### config.mk
export PLATFORM = sky130hd
export DESIGN_NAME = lpm_ctrl
export DESIGN_NICKNAME = d
export VERILOG_FILES = /design/src/rtl/lpm_pkg.sv /design/src/rtl/lpm_stab_timer.sv /design/src/rtl/lpm_fsm.sv /design/src/rtl/lpm_gate_decode.sv /design/src/rtl/lpm_ctrl.sv
export SDC_FILE = /design/constraint.sdc
export NUM_CORES = 1
export LEC_CHECK = 0
export BUFFER_PORTS_ARGS = -buffer_cell sky130_fd_sc_hd__clkbuf_2
export CORE_MARGIN = 4
export CORE_UTILIZATION = 54
export CTS_CLUSTER_SIZE = 24
export DETAILED_ROUTE_END_ITERATION = 10
export PLACE_DENSITY = 0.88
export RECOVER_POWER = 100
export SLEW_MARGIN = 20
export SYNTH_ARGS = -nofsm -noshare
export SYNTH_HDL_FRONTEND = slang
export SYNTH_SLANG_ARGS = --single-unit
### constraint.sdc
create_clock -name aon_clk -period 2.3 [get_ports aon_clk]
set_input_delay 0.23 -clock aon_clk [delete_from_list [all_inputs] [get_ports aon_clk]]
set_output_delay 0.23 -clock aon_clk [all_outputs]
set_load 0.05 [all_outputs]
### src/rtl/lpm_pkg.sv
package lpm_pkg;

    typedef enum logic [1:0] {
        LP_RUN  = 2'd0,
        LP_IDLE = 2'd1,
        LP_PDN  = 2'd2,
        LP_STAB = 2'd3
    } lp_state_e;

    typedef struct packed {
        logic cpu;
        logic per;
        logic osc;
        logic hold;
    } lp_gates_t;

    function automatic lp_gates_t gates_for(lp_state_e s);
        lp_gates_t g;
        case (s)
            LP_RUN:  g = '{cpu: 1'b1, per: 1'b1, osc: 1'b1, hold: 1'b0};
            LP_IDLE: g = '{cpu: 1'b0, per: 1'b1, osc: 1'b1, hold: 1'b0};
            LP_PDN:  g = '{cpu: 1'b0, per: 1'b0, osc: 1'b0, hold: 1'b0};
            default: g = '{cpu: 1'b0, per: 1'b0, osc: 1'b1, hold: 1'b1};
        endcase
        return g;
    endfunction

endpackage

### src/rtl/lpm_stab_timer.sv
module lpm_stab_timer #(
    parameter int STAB_CYCLES = 1024
) (
    input  logic clk,
    input  logic rst,
    input  logic active,
    output logic done
);
    generate
        if (STAB_CYCLES <= 1) begin : g_single
            assign done = active;
        end else begin : g_count
            localparam int CNT_W = $clog2(STAB_CYCLES);
            localparam logic [CNT_W-1:0] LAST = CNT_W'(STAB_CYCLES - 1);

            logic [CNT_W-1:0] cnt_q;

            always_ff @(posedge clk) begin
                if (rst || !active) begin
                    cnt_q <= '0;
                end else if (cnt_q != LAST) begin
                    cnt_q <= cnt_q + CNT_W'(1);
                end
            end

            assign done = active && (cnt_q == LAST);

            AST_CNT_RANGE: assert property (@(posedge clk) disable iff (rst)
                active |-> (cnt_q <= LAST));
            AST_CNT_START: assert property (@(posedge clk) disable iff (rst)
                (active && !$past(active)) |-> (cnt_q == '0));
        end
    endgenerate
endmodule

### src/rtl/lpm_fsm.sv
module lpm_fsm
    import lpm_pkg::*;
#(
    parameter int IRQ_W = 8
) (
    input  logic             clk,
    input  logic             rst,
    input  logic             idle_req,
    input  logic             pd_req,
    input  logic [IRQ_W-1:0] irq_vec,
    input  logic             ext_irq,
    input  logic             pd_wake_en,
    input  logic             stab_done,
    output lp_state_e        state,
    output logic             resume
);
    lp_state_e st_q, st_d;
    logic      by_irq_q;
    logic      resume_q, resume_d;

    always_comb begin
        st_d     = st_q;
        resume_d = 1'b0;
        case (st_q)
            LP_RUN: begin
                if (pd_req)        st_d = LP_PDN;
                else if (idle_req) st_d = LP_IDLE;
            end
            LP_IDLE: begin
                if (|irq_vec) begin
                    st_d     = LP_RUN;
                    resume_d = 1'b1;
                end
            end
            LP_PDN: begin
                if (ext_irq && pd_wake_en) st_d = LP_STAB;
            end
            default: begin
                if (stab_done) begin
                    st_d     = LP_RUN;
                    resume_d = by_irq_q;
                end
            end
        endcase
    end

    always_ff @(posedge clk) begin
        if (rst) begin
            st_q     <= LP_STAB;
            by_irq_q <= 1'b0;
            resume_q <= 1'b0;
        end else begin
            st_q     <= st_d;
            resume_q <= resume_d;
            if (st_q == LP_PDN && st_d == LP_STAB) by_irq_q <= 1'b1;
            else if (st_d == LP_RUN)               by_irq_q <= 1'b0;
        end
    end

    assign state  = st_q;
    assign resume = resume_q;

    AST_IDLE_WAKE: assert property (@(posedge clk) disable iff (rst)
        (st_q == LP_IDLE && |irq_vec) |=> (st_q == LP_RUN && resume_q));
    AST_PD_PRIORITY: assert property (@(posedge clk) disable iff (rst)
        (st_q == LP_RUN && pd_req) |=> (st_q == LP_PDN));
    AST_PD_STAYS: assert property (@(posedge clk) disable iff (rst)
        (st_q == LP_PDN && !(ext_irq && pd_wake_en)) |=> (st_q == LP_PDN));
    AST_STAB_IGNORES: assert property (@(posedge clk) disable iff (rst)
        (st_q == LP_STAB && !stab_done) |=> (st_q == LP_STAB));
    AST_PULSE_ONE: assert property (@(posedge clk) disable iff (rst)
        resume_q |=> !resume_q);
endmodule

### src/rtl/lpm_gate_decode.sv
module lpm_gate_decode
    import lpm_pkg::*;
(
    input  lp_state_e state,
    output logic      cpu_en,
    output logic      per_en,
    output logic      osc_en,
    output logic      hold
);
    lp_gates_t g;

    always_comb begin
        g      = gates_for(state);
        cpu_en = g.cpu;
        per_en = g.per;
        osc_en = g.osc;
        hold   = g.hold;
    end
endmodule

### src/rtl/lpm_ctrl.sv
module lpm_ctrl
    import lpm_pkg::*;
#(
    parameter int IRQ_W       = 8,
    parameter int STAB_CYCLES = 1024
) (
    input  logic             aon_clk,
    input  logic             rst,
    input  logic             idle_req,
    input  logic             pd_req,
    input  logic [IRQ_W-1:0] irq_vec,
    input  logic             ext_irq,
    input  logic             pd_wake_en,
    output logic             cpu_clk_en,
    output logic             per_clk_en,
    output logic             osc_en,
    output logic             core_hold,
    output logic             resume_pulse
);
    lp_state_e state;
    logic      stab_done;

    lpm_fsm #(.IRQ_W(IRQ_W)) u_fsm (
        .clk        (aon_clk),
        .rst        (rst),
        .idle_req   (idle_req),
        .pd_req     (pd_req),
        .irq_vec    (irq_vec),
        .ext_irq    (ext_irq),
        .pd_wake_en (pd_wake_en),
        .stab_done  (stab_done),
        .state      (state),
        .resume     (resume_pulse)
    );

    lpm_stab_timer #(.STAB_CYCLES(STAB_CYCLES)) u_timer (
        .clk    (aon_clk),
        .rst    (rst),
        .active (state == LP_STAB),
        .done   (stab_done)
    );

    lpm_gate_decode u_dec (
        .state  (state),
        .cpu_en (cpu_clk_en),
        .per_en (per_clk_en),
        .osc_en (osc_en),
        .hold   (core_hold)
    );

    AST_OSC_GATES: assert property (@(posedge aon_clk) disable iff (rst)
        !osc_en |-> (!cpu_clk_en && !per_clk_en));
    AST_HOLD_RELEASE: assert property (@(posedge aon_clk) disable iff (rst)
        $fell(core_hold) |-> cpu_clk_en);
    AST_IDLE_ENTRY: assert property (@(posedge aon_clk) disable iff (rst)
        (cpu_clk_en && !pd_req && idle_req) |=> (!cpu_clk_en && per_clk_en));
endmodule

==> results of run 1 <==
state kept, by name (all words and copies together), names as in the netlist:
register,count
u_fsm.by_irq_q,1
u_timer.g_count.cnt_q,10
u_fsm.resume,1
u_fsm.state,2
metal layers:
metal  track usage (%)  vias to the layer above
met5                 0                        -
met3              4.74                        2
met2              26.9                       13
met4              8.52                        0
li1                  -                      361
met1              18.7                      332
where the power goes:
group          leakage (nW)  internal, mW  switching [mW]
clock network        0.0210        0.0964          0.0811
logic                 0.207        0.0182          0.0166
registers             0.114         0.250         0.00683
total                 0.341         0.365           0.105
critical path: stages (launching register included):
cell and delay, ns:
sky130_fd_sc_hd__dfxtp_1 0.40, sky130_fd_sc_hd__ha_1 0.25, sky130_fd_sc_hd__and4_1 0.34, sky130_fd_sc_hd__nand3_1 0.34, sky130_fd_sc_hd__o22a_1 0.27, sky130_fd_sc_hd__nor3_1 0.13
placed cells by master (no fill, tap or decap), types with 2 or more instances in the layout:
master	synthesis	final
sky130_fd_sc_hd__clkbuf_2	1	13
sky130_fd_sc_hd__a31oi_1	7	7
sky130_fd_sc_hd__clkbuf_1	0	5
sky130_fd_sc_hd__a21oi_1	4	4
sky130_fd_sc_hd__clkbuf_4	0	3
sky130_fd_sc_hd__o21ai_0	3	4
sky130_fd_sc_hd__xnor2_1	2	2
sky130_fd_sc_hd__nand2_1	4	5
sky130_fd_sc_hd__dfxtp_1	14	14
sky130_fd_sc_hd__nor2_1	11	11
sky130_fd_sc_hd__inv_1	5	6
sky130_fd_sc_hd__nand4_1	3	3
sky130_fd_sc_hd__nand3_1	2	3
sky130_fd_sc_hd__or4_4	2	2
sky130_fd_sc_hd__nor3_1	3	4
through the flow:
step	cells	setup WS [ns]
floorplan	89	0.781
global route	121	0.324
CTS	121	0.716
global placement	117	0.794
finish	121	0.497
detailed placement	117	0.731
area by class of cell:
cell class	instances	area (um2)	share of cell area [%]
inverter	6	22.5	2.67
sequential	14	280	33.2
tap	15	18.8	2.22
clock buffer	4	36.3	4.30
timing repair buffer	18	83.8	9.93
multi-input combinational	64	403	47.7
final timing paths:
| kind | cells after the start | end |
|---|---|---|
| worst max-delay path | 5 | u_fsm.resume$_SDFF_PP0_ |
| worst min-delay path | 2 | u_fsm.resume$_SDFF_PP0_ |
| worst max register to register | 5 | u_fsm.resume$_SDFF_PP0_ |
| worst min register to register | 1 | u_timer.g_count.cnt_q[7]$_SDFFE_PP0P_ |
kinds of logic after synthesis:
family | synth area share [%]
compound gates | 18.6
mux | 1.29
fa+ha+maj | 1.61
flops | 36.0
buf+inv | 9.00
xor+xnor | 2.25
simple gates | 31.2
==> flow_summary.ini, run 1 <==
[clock_tree]
cts_post_setup_buffers_inserted = 0
cts_inserted_buffers = 3
clockRootBuffer = sky130_fd_sc_hd__clkbuf_4
clk-insertion-delay-late_ns = 0.28
cts-htree-levels = 1
cts_resized = 0
clock_sink_count = 14
ctsHoldBuffers = 0
clock_pin_slew_of_the_registers_on_the_worst_case_setup_and_hold_paths_ns = 0.08
tritoncts = built
clock_tree.buffer_depth = 2

[yosys]
synth.net_count = 104
netlist_top_cells_count = 14 x sky130_fd_sc_hd__dfxtp_1, 11 x sky130_fd_sc_hd__nor2_1, 7 x sky130_fd_sc_hd__a31oi_1
area_share_of_the_leading_cell_type_in_the_synthesized_netlist_pct = 36.0
most_numerous_cell_in_the_yosys_netlist = sky130_fd_sc_hd__dfxtp_1
dominantRegCellSynth = sky130_fd_sc_hd__dfxtp_1
synth.avg_cell_area_um2 = 8.74
yosys-top-cells-area = sky130_fd_sc_hd__dfxtp_1 36%, sky130_fd_sc_hd__a31oi_1 5.6%, sky130_fd_sc_hd__nor2_1 5.3%
syn-cell-area_um2 = 778
synth.largest_area_cell = sky130_fd_sc_hd__dfxtp_1
netlist-cell-type-count = 39
synth_seq_cells = 14
synth-edff-count = 0
netlist_instances = 89
postSynth.asyncResetShare_pct = 0
yosysSeqAreaShare_pct = 36.0
synth_warnings = 0

[worst_setup_path]
critical_path_required_time_ns = 2.51
timing.critical_path.fanout_max = 8
ff2ff_setup_slack_ns = 0.50
worst-endpoint-arrival_ns = 2.01
worst-setup-path-type = reg -> reg
endpoint_type_of_the_worst_setup_path = flip-flop
regToRegStartpoint = u_timer.g_count.cnt_q[0]$_SDFFE_PP0P_
setup.worst_path.start = u_timer.g_count.cnt_q[0]$_SDFFE_PP0P_
cp-start-kind = flip-flop

[power]
total_power_mw = 0.469
vdd_drop_max_mv = 0.418
total_leakage_power_nw = 0.341
cellPowerDensity_nw_per_um2 = 555

[finish]
diodes = 0
area.growth.synth_to_final_pct = 8.52
final_layout_size_suffix_gt1_share_pct = 20.8
finalCoreUtilization_pct = 63.3
post_route_cell_area_um2 = 845
num-nets-final = 122
fillCellCount = 131

[route]
wl_met2_um = 762
route.top_layer_used = met4
detailroute.via_count = 708
first_iter_violations = 9
drt-vias-per-instance = 5.85
wl_met3_um = 77
wire_per_inst_um = 13.1
post_route_m1_wl_um = 731
remaining_drc_errors = 0
antenna_violating_nets_post_route = 0
finalWirelength_mm = 1.58
first_pass_iters = 4

[floorplanning]
initial_utilization_pct = 58.3
core-area_um2 = 1330
dieWidth_um = 46.0
die_area_um2 = 2110
io-pin-count = 19
die_h_um = 46.0
std_cell_rows = 13

[timing]
hold_ws_ns = 0.189
finalHoldViolations = 0
clock.fmax_mhz = 555
slew_viol_final = 0
min_period_over_period_pct = 78.4
max_slew.worst_pin.slew_ns = 0.601
clock-skew-final_ns = 0.000551
tns_ns = 0
fin_crit_ns = 1.80
slew-limit-headroom_pct = 60.1
setup_violations = 0
setup_repair_after_global_routing_missed_its_margin = false

[placement]
globalplace.congestion = 0.811
detailed_place.area_um2 = 840
detailed_place_hpwl_mm = 1.21
place.port_buffers = 18

[worst_hold_path]
min_from = rst
hold_path.class = in -> reg

[global_route]
grt_max_degree = 10
grt_first_pass_wirelength_mm = 2.45
remaining_global_route_overflow = 0
globalRouteTotalUtil_pct = 16.3
first_global_vias = 606
antenna_found_initial = 0

[job]
max_cap_viol_count = 0

[run_status]
status = completed
(Power assumes the default switching activity.)
==> inputs of run 2 (changes only) <==
- ABC_AREA: default -> 1
- CORE_UTILIZATION: 54 -> 50
- PLACE_DENSITY: 0.88 -> 0.83
- clock period: 2.3 -> 1.8 ns (I/O delays scaled with it)
==> run 2 against run 1 <==
  * Register-to-register slack got worse by 0.25 ns
  * Sequential share of layout area down 2.1 points
  * Non-clock buffer count unchanged
  * Wire length increased by 2.5%
  * Count of clock-buffer cells in the layout did not move
  * Maximum frequency increased by 16%
  * Clock skew up 0.0032 ns
  * Sequential cell count unchanged
  * Via count increased by 8.9%
  * Highest routed layer unchanged
  * Power is 26% higher
  * Design area rose by 6.8%
  * Sequential power rose by 26%
==> flow_summary.ini, run 2 <==
[timing]
max_slew.worst_pin.slew_ns = 0.600
clock.fmax_mhz = 645
fin_ws_ns = 0.249
setup_repair_after_global_routing_missed_its_margin = false
fin_crit_ns = 1.55
finalHoldViolations = 0
hold_ws_ns = 0.0904
tns_ns = 0
slew_viol_final = 0
min_period_over_period_pct = 86.2
slew-limit-headroom_pct = 60.2
clock-skew-final_ns = 0.00371
setup_violations = 0

[yosys]
synth.net_count = 128
synth_compound_gate_area_share_pct = 9.79
largest_family_of_logic_cells_by_synthesized_area = simple AND/OR/NAND/NOR gates
synth_xor_area_share_pct = 2.28
synth_warnings = 0
postSynth.asyncResetShare_pct = 0
synthMuxAreaShare_pct = 0
syn-cell-area_um2 = 767
netlist-cell-type-count = 25
synth.avg_cell_area_um2 = 6.79
area_share_of_the_leading_cell_type_in_the_synthesized_netlist_pct = 36.5
yosysSeqAreaShare_pct = 36.5
synth.largest_area_cell = sky130_fd_sc_hd__dfxtp_1
yosys-top-cells-area = sky130_fd_sc_hd__dfxtp_1 37%, sky130_fd_sc_hd__nand2_1 15%, sky130_fd_sc_hd__inv_1 7.3%
synth_seq_cells = 14
most_numerous_cell_in_the_yosys_netlist = sky130_fd_sc_hd__nand2_1
area_fraction_in_and_or_nand_and_nor_cells_after_synthesis_pct = 41.3
netlist_instances = 113
synth-edff-count = 0
post_synth_adder_cell_area_pct = 1.63
dominantRegCellSynth = sky130_fd_sc_hd__dfxtp_1
netlist_top_cells_count = 31 x sky130_fd_sc_hd__nand2_1, 15 x sky130_fd_sc_hd__inv_1, 14 x sky130_fd_sc_hd__dfxtp_1, 14 x sky130_fd_sc_hd__nor2_1, 7 x sky130_fd_sc_hd__nand3_1

[global_route]
first_global_vias = 706
grt_first_pass_wirelength_mm = 2.70
remaining_global_route_overflow = 0
antenna_found_initial = 0
globalRouteTotalUtil_pct = 16.9
grt_max_degree = 10

[floorplanning]
dieWidth_um = 47.2
core-area_um2 = 1370
io-pin-count = 19
die_h_um = 47.2
initial_utilization_pct = 56.1
die_area_um2 = 2220
std_cell_rows = 13

[clock_tree]
clockRootBuffer = sky130_fd_sc_hd__clkbuf_4
tritoncts = built
cts-htree-levels = 1
cts_inserted_buffers = 3
clock_pin_slew_of_the_registers_on_the_worst_case_setup_and_hold_paths_ns = 0.08
clock_sink_count = 14
cts_resized = 0
clk-insertion-delay-late_ns = 0.28
cts_post_setup_buffers_inserted = 0
ctsHoldBuffers = 0
clock_tree.buffer_depth = 2

[worst_hold_path]
hold_path.class = in -> reg

[route]
first_pass_iters = 6
detailroute.via_count = 771
remaining_drc_errors = 0
finalWirelength_mm = 1.62
wire_per_inst_um = 10.8
antenna_violating_nets_post_route = 0
drt-vias-per-instance = 5.14
first_iter_violations = 20

[worst_setup_path]
worst-endpoint-arrival_ns = 1.73
worst-setup-path-type = reg -> reg
cp-start-kind = flip-flop
endpoint_type_of_the_worst_setup_path = flip-flop
timing.critical_path.fanout_max = 9
critical_path_required_time_ns = 1.98

[placement]
detailed_place.area_um2 = 876
placedCellCount = 146
place.port_buffers = 18
globalplace.congestion = 0.918
detailed_place_hpwl_mm = 1.27
pre_cts_slack_ns = 0.340

[finish]
finalCoreUtilization_pct = 66.0
commonest_non_fill_non_tap_cell_in_the_layout = sky130_fd_sc_hd__nand2_1
largest_register_ff_count = 10
registers.top_by_ff_count = u_timer.g_count.cnt_q
final_layout_size_suffix_gt1_share_pct = 20.0
post_route_cell_area_um2 = 902
top_library_cells_by_usage_in_the_layout_fill_and_taps_aside = 31 x sky130_fd_sc_hd__nand2_1, 15 x sky130_fd_sc_hd__inv_1, 14 x sky130_fd_sc_hd__nor2_1, 14 x sky130_fd_sc_hd__clkbuf_2, 14 x sky130_fd_sc_hd__dfxtp_1
area.growth.synth_to_final_pct = 17.6
num-nets-final = 151
diodes = 0
final-instance-count-excl-fill = 150

[power]
cellPowerDensity_nw_per_um2 = 654
total_leakage_power_nw = 0.412
vdd_drop_max_mv = 0.405
total_power_mw = 0.590

[job]
max_cap_viol_count = 0

[run_status]
status = completed
-- run 2: cells by family (layout without fill, tap and decap cells) --
logic type	Yosys count	after routing
simple gates	66	66
buf+inv	17	39
flops	14	14
compound gates	13	13
xor+xnor	2	2
fa+ha+maj	1	1
-- run 2: final timing paths --
kind	from	to	slack (ns)	cells past startpoint
min reg2reg	u_fsm.by_irq_q$_SDFFE_PP0P_	u_fsm.by_irq_q$_SDFFE_PP0P_	0.51	2
max	u_timer.g_count.cnt_q[0]$_SDFFE_PP0P_	u_fsm.by_irq_q$_SDFFE_PP0P_	0.25	8
max reg2reg	u_timer.g_count.cnt_q[0]$_SDFFE_PP0P_	u_fsm.by_irq_q$_SDFFE_PP0P_	0.25	8
min	rst	u_fsm.resume$_SDFF_PP0_	0.09	2
-- run 2: where the power goes --
group	internal, mW	total [mW]	switching [mW]	leakage, nW
Combinational	0.0198	0.0389	0.0191	0.278
Sequential	0.315	0.324	0.00875	0.113
Clock	0.123	0.227	0.104	0.0210
-- run 2: final cells by class --
cell class	instances	area (um2)
multi-input combinational	82	417
tap	15	18.8
timing repair buffer	18	85.1
inverter	17	65.1
fill	115	464
clock buffer	4	36.3
sequential	14	280
-- run 2: critical path: stages, from the launching register on --
cell                         delay [ns]
sky130_fd_sc_hd__dfxtp_1           0.42
sky130_fd_sc_hd__ha_1              0.23
sky130_fd_sc_hd__inv_1             0.10
sky130_fd_sc_hd__nor2_4            0.19
sky130_fd_sc_hd__nand3_4           0.15
sky130_fd_sc_hd__clkinvlp_2        0.15
sky130_fd_sc_hd__nand2_1           0.06
sky130_fd_sc_hd__nand2_1           0.09
sky130_fd_sc_hd__a21oi_1           0.06
-- run 2: per-layer routing --
layer | track usage, % | wire length (um) | vias up | share of wire (%)
met2 | 28.2 | 820 | 25 | 50
li1 | - | - | 399 | -
met3 | 6.13 | 100 | 3 | 6.2
met4 | 6.08 | 17 | 0 | 1.0
met1 | 20.0 | 685 | 344 | 42
met5 | 0 | 0 | - | 0
==> inputs of run 3 (changes only) <==
- RECOVER_POWER: 100 -> 25
==> run 3 against run 2 <==
  * Clock skew up 0.00059 ns
  * Sequential power about the same
  * Via count unchanged
  * Wire length down 2.1%
  * Final cell count unchanged
  * Sequential share of layout area down 0.21 points
  * Design area up 0.69%
==> flow_summary.ini, run 3 (synthesis gave the netlist of run 2 again) <==
[finish]
commonest_non_fill_non_tap_cell_in_the_layout = sky130_fd_sc_hd__nand2_1
num-nets-final = 151
top_library_cells_by_usage_in_the_layout_fill_and_taps_aside = 31 x sky130_fd_sc_hd__nand2_1, 15 x sky130_fd_sc_hd__inv_1, 15 x sky130_fd_sc_hd__clkbuf_2
fillCellCount = 114
area.growth.synth_to_final_pct = 18.4
largest_register_ff_count = 10
diodes = 0
final_layout_size_suffix_gt1_share_pct = 21.5
finalCoreUtilization_pct = 66.5
registers.top_by_ff_count = u_timer.g_count.cnt_q

[floorplanning]
dieWidth_um = 47.2
io-pin-count = 19
die_area_um2 = 2220
initial_utilization_pct = 56.1
die_h_um = 47.2
std_cell_rows = 13
core-area_um2 = 1370

[placement]
globalplace.congestion = 0.918
detailed_place_hpwl_mm = 1.27
place.port_buffers = 18

[global_route]
antenna_found_initial = 0
grt_max_degree = 10
first_global_vias = 706
grt_first_pass_wirelength_mm = 2.70
remaining_global_route_overflow = 0
globalRouteTotalUtil_pct = 16.9

[timing]
fin_crit_ns = 1.51
tns_ns = 0
min_period_over_period_pct = 84.0
clock.fmax_mhz = 661
setup_violations = 0
clock-skew-final_ns = 0.00430
max_slew.worst_pin.slew_ns = 0.599
setup_repair_after_global_routing_missed_its_margin = false
finalHoldViolations = 0
hold_ws_ns = 0.0882
slew-limit-headroom_pct = 60.2
slew_viol_final = 0

[power]
cellPowerDensity_nw_per_um2 = 649
total_leakage_power_nw = 0.423
vdd_drop_max_mv = 0.404

[clock_tree]
tritoncts = built
clock_tree.buffer_depth = 2
cts_inserted_buffers = 3
clock_sink_count = 14
clockRootBuffer = sky130_fd_sc_hd__clkbuf_4
ctsHoldBuffers = 0
clk-insertion-delay-late_ns = 0.28
cts_post_setup_buffers_inserted = 0
cts-htree-levels = 1
cts_resized = 0
clock_pin_slew_of_the_registers_on_the_worst_case_setup_and_hold_paths_ns = 0.09

[route]
remaining_drc_errors = 0
wire_per_inst_um = 10.6
first_pass_iters = 4
finalWirelength_mm = 1.59
drt-vias-per-instance = 5.14
antenna_violating_nets_post_route = 0
detailroute.via_count = 771
first_iter_violations = 21

[worst_setup_path]
timing.critical_path.fanout_max = 7
critical_path_required_time_ns = 1.62
cp-start-kind = flip-flop
worst-endpoint-arrival_ns = 1.33
worst-setup-path-type = reg -> out
endpoint_type_of_the_worst_setup_path = primary output

[job]
max_cap_viol_count = 0

[run_status]
status = completed

[worst_hold_path]
hold_path.class = in -> reg
## run 3: cell types whose count changed in the layout (fill, tap and decap cells not counted)
cell / previous run / this run
sky130_fd_sc_hd__clkbuf_1: 4 / 3
sky130_fd_sc_hd__clkbuf_2: 14 / 15
sky130_fd_sc_hd__clkinv_2: 0 / 1
sky130_fd_sc_hd__clkinvlp_2: 1 / 0
sky130_fd_sc_hd__nand3_1: 8 / 7
sky130_fd_sc_hd__nand3_2: 0 / 1
## run 3: layer usage
layer / vias to the layer above / track usage, % / part of all wire, % / wire length, um
met1: 346 / 20.0 / 42 / 672
met2: 20 / 28.2 / 51 / 804
met5: - / 0 / 0 / 0
met4: 0 / 6.08 / 2.1 / 34
li1: 398 / - / - / -
met3: 7 / 6.13 / 5.0 / 79
## run 3: worst paths after layout
| check | depth (start not counted) | from | slack [ns] | end |
|---|---|---|---|---|
| setup / recovery | 3 | u_fsm.state[0]$_SDFF_PP1_ | 0.29 | osc_en |
| hold / removal | 2 | rst | 0.09 | u_fsm.resume$_SDFF_PP0_ |
| setup reg to reg | 8 | u_timer.g_count.cnt_q[0]$_SDFFE_PP0P_ | 0.31 | u_fsm.by_irq_q$_SDFFE_PP0P_ |
| hold reg to reg | 2 | u_fsm.by_irq_q$_SDFFE_PP0P_ | 0.50 | u_fsm.resume$_SDFF_PP0_ |
## run 3: cell type report
type	instances	area (um2)	area share (%)
timing repair buffer	18	86.3	9.50
sequential	14	280	30.9
multi-input combinational	82	422	46.4
tap	15	18.8	2.07
clock buffer	4	36.3	3.99
inverter	17	65.1	7.16
## run 3: worst max-delay path: stages, from the launching register on
cell,delay (ns)
sky130_fd_sc_hd__dfxtp_1,0.44
sky130_fd_sc_hd__nor2_1,0.09
sky130_fd_sc_hd__inv_1,0.05
sky130_fd_sc_hd__clkbuf_1,0.46
## run 3: metrics by stage
step                      worst slack (ns)  instance area (um2)  power [mW]  cells
after floorplan                      0.457                  767       0.349    113
after global placement               0.395                  876       0.367    146
after detailed placement             0.340                  876       0.369    146
after CTS                            0.317                  912       0.595    150
after global routing                 0.182                  908       0.617    150
final                                0.287                  908       0.590    150
## run 3: power breakdown
| group | internal [mW] | total [mW] | switching (mW) |
|---|---|---|---|
| combinational | 0.0197 | 0.0388 | 0.0191 |
| sequential | 0.315 | 0.324 | 0.00821 |
| clock | 0.123 | 0.227 | 0.104 |
| total | 0.458 | 0.590 | 0.131 |
